## config.mk

```make
export PLATFORM = sky130hd
export DESIGN_NAME = acc_adder_psw
export DESIGN_NICKNAME = d
export VERILOG_FILES = /design/src/rtl/acc_adder_psw.sv
export SDC_FILE = /design/constraint.sdc
export NUM_CORES = 1
export LEC_CHECK = 0
export BUFFER_PORTS_ARGS = -buffer_cell sky130_fd_sc_hd__buf_2
export CORE_ASPECT_RATIO = 0.8
export CORE_MARGIN = 3
export CORE_UTILIZATION = 47
export CTS_BUF_LIST = sky130_fd_sc_hd__clkbuf_16
export DETAILED_ROUTE_END_ITERATION = 16
export HOLD_SLACK_MARGIN = 0.03
export PLACE_DENSITY = 0.78
export SLEW_MARGIN = 10
export SYNTH_ARGS = -nofsm -noshare
export SYNTH_HDL_FRONTEND = slang
export SYNTH_SLANG_ARGS = --single-unit
```

## constraint.sdc

```tcl
create_clock -name clk -period 4.19 [get_ports clk]
set_clock_uncertainty 0.05 [all_clocks]
set_input_delay 0.6285 -clock clk [delete_from_list [all_inputs] [get_ports clk]]
set_output_delay 0.6285 -clock clk [all_outputs]
set_load 0.02 [all_outputs]
```

## src/rtl/acc_adder_psw.sv

```systemverilog
module acc_adder_psw (
  input  logic       clk,
  input  logic       rst_n,
  input  logic [7:0] opnd,
  input  logic       add_en,
  input  logic       add_cy,
  input  logic       psw_we,
  input  logic [7:0] psw_wdata,
  input  logic       acc_we,
  output logic [7:0] acc,
  output logic [7:0] psw,
  output logic [1:0] bank
);
  localparam int BitC  = 7;
  localparam int BitAc = 6;
  localparam int BitOv = 2;

  logic [7:0] acc_q;
  logic [7:1] st_q, st_d;

  logic       cin;
  logic [4:0] lo;
  logic [3:0] hi;
  logic [1:0] top;
  logic [7:0] sum;
  logic       do_add;

  assign cin    = add_cy & st_q[BitC];
  assign lo     = {1'b0, acc_q[3:0]} + {1'b0, opnd[3:0]} + {4'd0, cin};
  assign hi     = {1'b0, acc_q[6:4]} + {1'b0, opnd[6:4]} + {3'd0, lo[4]};
  assign top    = {1'b0, acc_q[7]} + {1'b0, opnd[7]} + {1'b0, hi[3]};
  assign sum    = {top[0], hi[2:0], lo[3:0]};
  assign do_add = add_en & ~acc_we;

  always_comb begin
    st_d = st_q;
    if (psw_we) st_d = psw_wdata[7:1];
    if (do_add) begin
      st_d[BitC]  = top[1];
      st_d[BitAc] = lo[4];
      st_d[BitOv] = top[1] ^ hi[3];
    end
  end

  always_ff @(posedge clk) begin
    if (!rst_n) begin
      acc_q <= '0;
      st_q  <= '0;
    end else begin
      st_q <= st_d;
      if (acc_we)      acc_q <= opnd;
      else if (do_add) acc_q <= sum;
    end
  end

  assign acc  = acc_q;
  assign psw  = {st_q, ^acc_q};
  assign bank = st_q[4:3];
endmodule

```

==> results.cfg <==
[outcome]
status = completed

[logic_synthesis]
yosys-top-cells-area = dfxtp_1 31%, fa_1 10%, nor2_1 7.3%
synth_nets = 142
synthMuxAreaShare = 0.0831
post-synth-top-area-cell = dfxtp_1
yosys-top-cells-count = 19 x nor2_1, 15 x dfxtp_1, 10 x a21oi_1
netlist_area_um2 = 978
yosys.area_share.simple = 0.142
synth_top_family_by_area = adder cells
yosysMostFrequentCell = nor2_1
synth.avg_cell_area_um2 = 8.89
synth_compound_area_frac = 0.151
synth_edf_count = 0
ys_warn_count = 0
synthAdderAreaFrac = 0.166
async_flop_share = 0
ys_seq_elements = 15
synth.distinct_cells = 27
ys.flop_type = dfxtp_1
synth_xor_area_frac = 0.0806
yosysSeqAreaShare = 0.307
synth_cells = 110
yosysTopAreaCellShare = 0.307

[cells_and_area]
stdcell_area_mm2 = 0.00123
drive_gt1_frac = 0.292
n_fill_cell = 177
syn_to_final_growth_pct = 25.8
nNetsFinal = 177
postLayoutCoreUtil = 0.639
num_antenna_cells = 0

[clock_network]
cts_tree = built
clkTransAtPathRegs_ns = 0.05
root_buffer = clkbuf_16
cts-buffers-inserted = 3
htreeDepth = 1
postCtsHoldBufs = 0
cts_resized = 0
post_cts_buffers = 0
cts.sinks = 15
clockBufferDepth = 2
clk_latency_ns = 0.24

[placed_design]
port_buffers = 38
gp_congestion = 0.755
place_hpwl_um = 1670
placed_area_mm2 = 0.00115

[global_route]
grt_overflow_total = 0
grt_use_met2 = 0.280
top_usage_layer = met2
grt_util_all_layers = 0.169
grt_pass1_wl_um = 3370
gr-usage-met3 = 0.0577
grt_max_degree = 18
antenna_found_initial = 0
grt_pass1_vias = 783
met1_usage = 0.207

[flow_run]
maxCapViolCount = 0

[die]
initial_utilization = 0.508
die_x_um = 57.0
fp.dieH_um = 46.8
floorplan.rows = 14
core_area_mm2 = 0.00193
die_area_mm2 = 0.00267
ioPinCount = 40

[worst_hold_path]
min-delay-path-class = register to register

[worst_setup_path]
cp-start-kind = input pin
path_max_fanout = 3
critical-path-max-stage-delay_ns = 0.43
end_kind = register
crit_type = input pin to register
crit_chain = buf_2 -> and2_1 -> fa_1 -> fa_1 -> a21o_1 -> a21oi_1 -> fa_1 -> nor2b_1 -> o21a_1 -> nor2_1 -> fa_1 -> a211oi_1 -> a21oi_1 -> nor2_1
path_common_cell = fa_1
worstPathArrival_ns = 3.55
required_ns = 4.32
critical-path-slowest-cell = fa_1
crit_buf_inv = 1
crit_family = adder cells

[power_and_ir_drop]
p_total_w = 0.000488
p_sw_frac = 0.300
ir_drop_mv = 0.331
p_leak_nw = 0.608
pwr-share-comb = 0.286
switchingPower_w = 0.000146
p_clk_frac = 0.376
seqPwrFrac = 0.338
power.internal_w = 0.000341
power.density_mw_per_mm2 = 396

[detailed_routing]
drc = 0
wl_um = 2190
wl_per_cell_um = 13.0
vias_per_cell = 5.18
first_pass_iters = 4
drtIter0Drc = 21
antenna_left = 0
vias = 870

[timing]
min_period_ns = 3.42
rsz0062_at_grt = no
fin_hold_ws_ns = 0.436
fin_tns_setup_ns = 0
max_freq_ghz = 0.292
slew-limit-headroom = 0.656
drv_slew = 0
finalHoldViolCount = 0
period_share = 0.816
tightest_slew_ns = 0.515
setup_viol = 0
-- logic make-up after synthesis --
group           Yosys count
fa+ha+maj                10
buf+inv                  14
simple gates             30
compound gates           24
xor+xnor                  9
flops                    15
mux                       8
-- final cells by class --
type	instances	area (um2)	area share
Timing Repair Buffer	38	190	0.154
Clock inverter	1	3.75	0.00305
Inverter	6	22.5	0.0183
Clock buffer	3	75.1	0.0610
Tap cell	24	30.0	0.0244
Multi-Input combinational cell	81	609	0.495
Sequential cell	15	300	0.244
-- worst register-to-register path, stage by stage, from the launching register on --
cell and delay [ns]:
dfxtp_1 0.31, and2_1 0.15, fa_1 0.40, fa_1 0.42
a21o_1 0.20, a21oi_1 0.22, fa_1 0.23, nor2b_1 0.05
o21a_1 0.19, nor2_1 0.12, fa_1 0.43, a211oi_1 0.26
a21oi_1 0.06, nor2_1 0.08
-- cells in the final DEF, fill, tap and decap left out, types with 2 or more instances in the layout --
| master | n |
|---|---|
| a211oi_1 | 8 |
| a21oi_1 | 10 |
| a31oi_1 | 2 |
| buf_2 | 38 |
| clkbuf_16 | 3 |
| dfxtp_1 | 15 |
| fa_1 | 5 |
| ha_1 | 5 |
| inv_1 | 7 |
| mux2i_1 | 7 |
| nor2_1 | 19 |
| nor2b_1 | 4 |
| xnor2_1 | 8 |
-- sequential cells by signal, indices dropped and copies added (netlist names) --
register,cells
st_q,7
acc,8
-- final timing paths --
check,end,slack (ns),from,depth (start not counted)
hold / removal,st_q[1],0.44,st_q[1],2
setup / recovery,acc[7],0.77,add_cy,14
setup reg to reg,acc[7],0.94,st_q[7],13
hold reg to reg,st_q[1],0.44,st_q[1],2
-- layer usage --
layer / routed length, um / up-vias
li1: - / 437
met1: 937 / 404
met2: 1100 / 25
met3: 124 / 4
met4: 23 / 0
met5: 0 / -
-- power groups by stage --
| stage | Sequential, W | Combinational (W) | Clock [W] |
|---|---|---|---|
| 2_1_floorplan | 0.000180 | 0.0000865 | 0 |
| 3_3_place_gp | 0.000167 | 0.000136 | 0 |
| 3_5_place_dp | 0.000168 | 0.000139 | 0 |
| 4_1_cts | 0.000165 | 0.000141 | 0.000191 |
| 5_1_grt | 0.000167 | 0.000154 | 0.000193 |
| 6_report | 0.000165 | 0.000139 | 0.000183 |
-- metrics by stage --
step,cells,worst slack (ns)
global route,168,0.554
CTS,168,0.742
finish,168,0.769
detailed placement,164,0.510
global placement,164,0.535
floorplan,110,0.846
No activity file was read; power rests on OpenSTA's default activity.
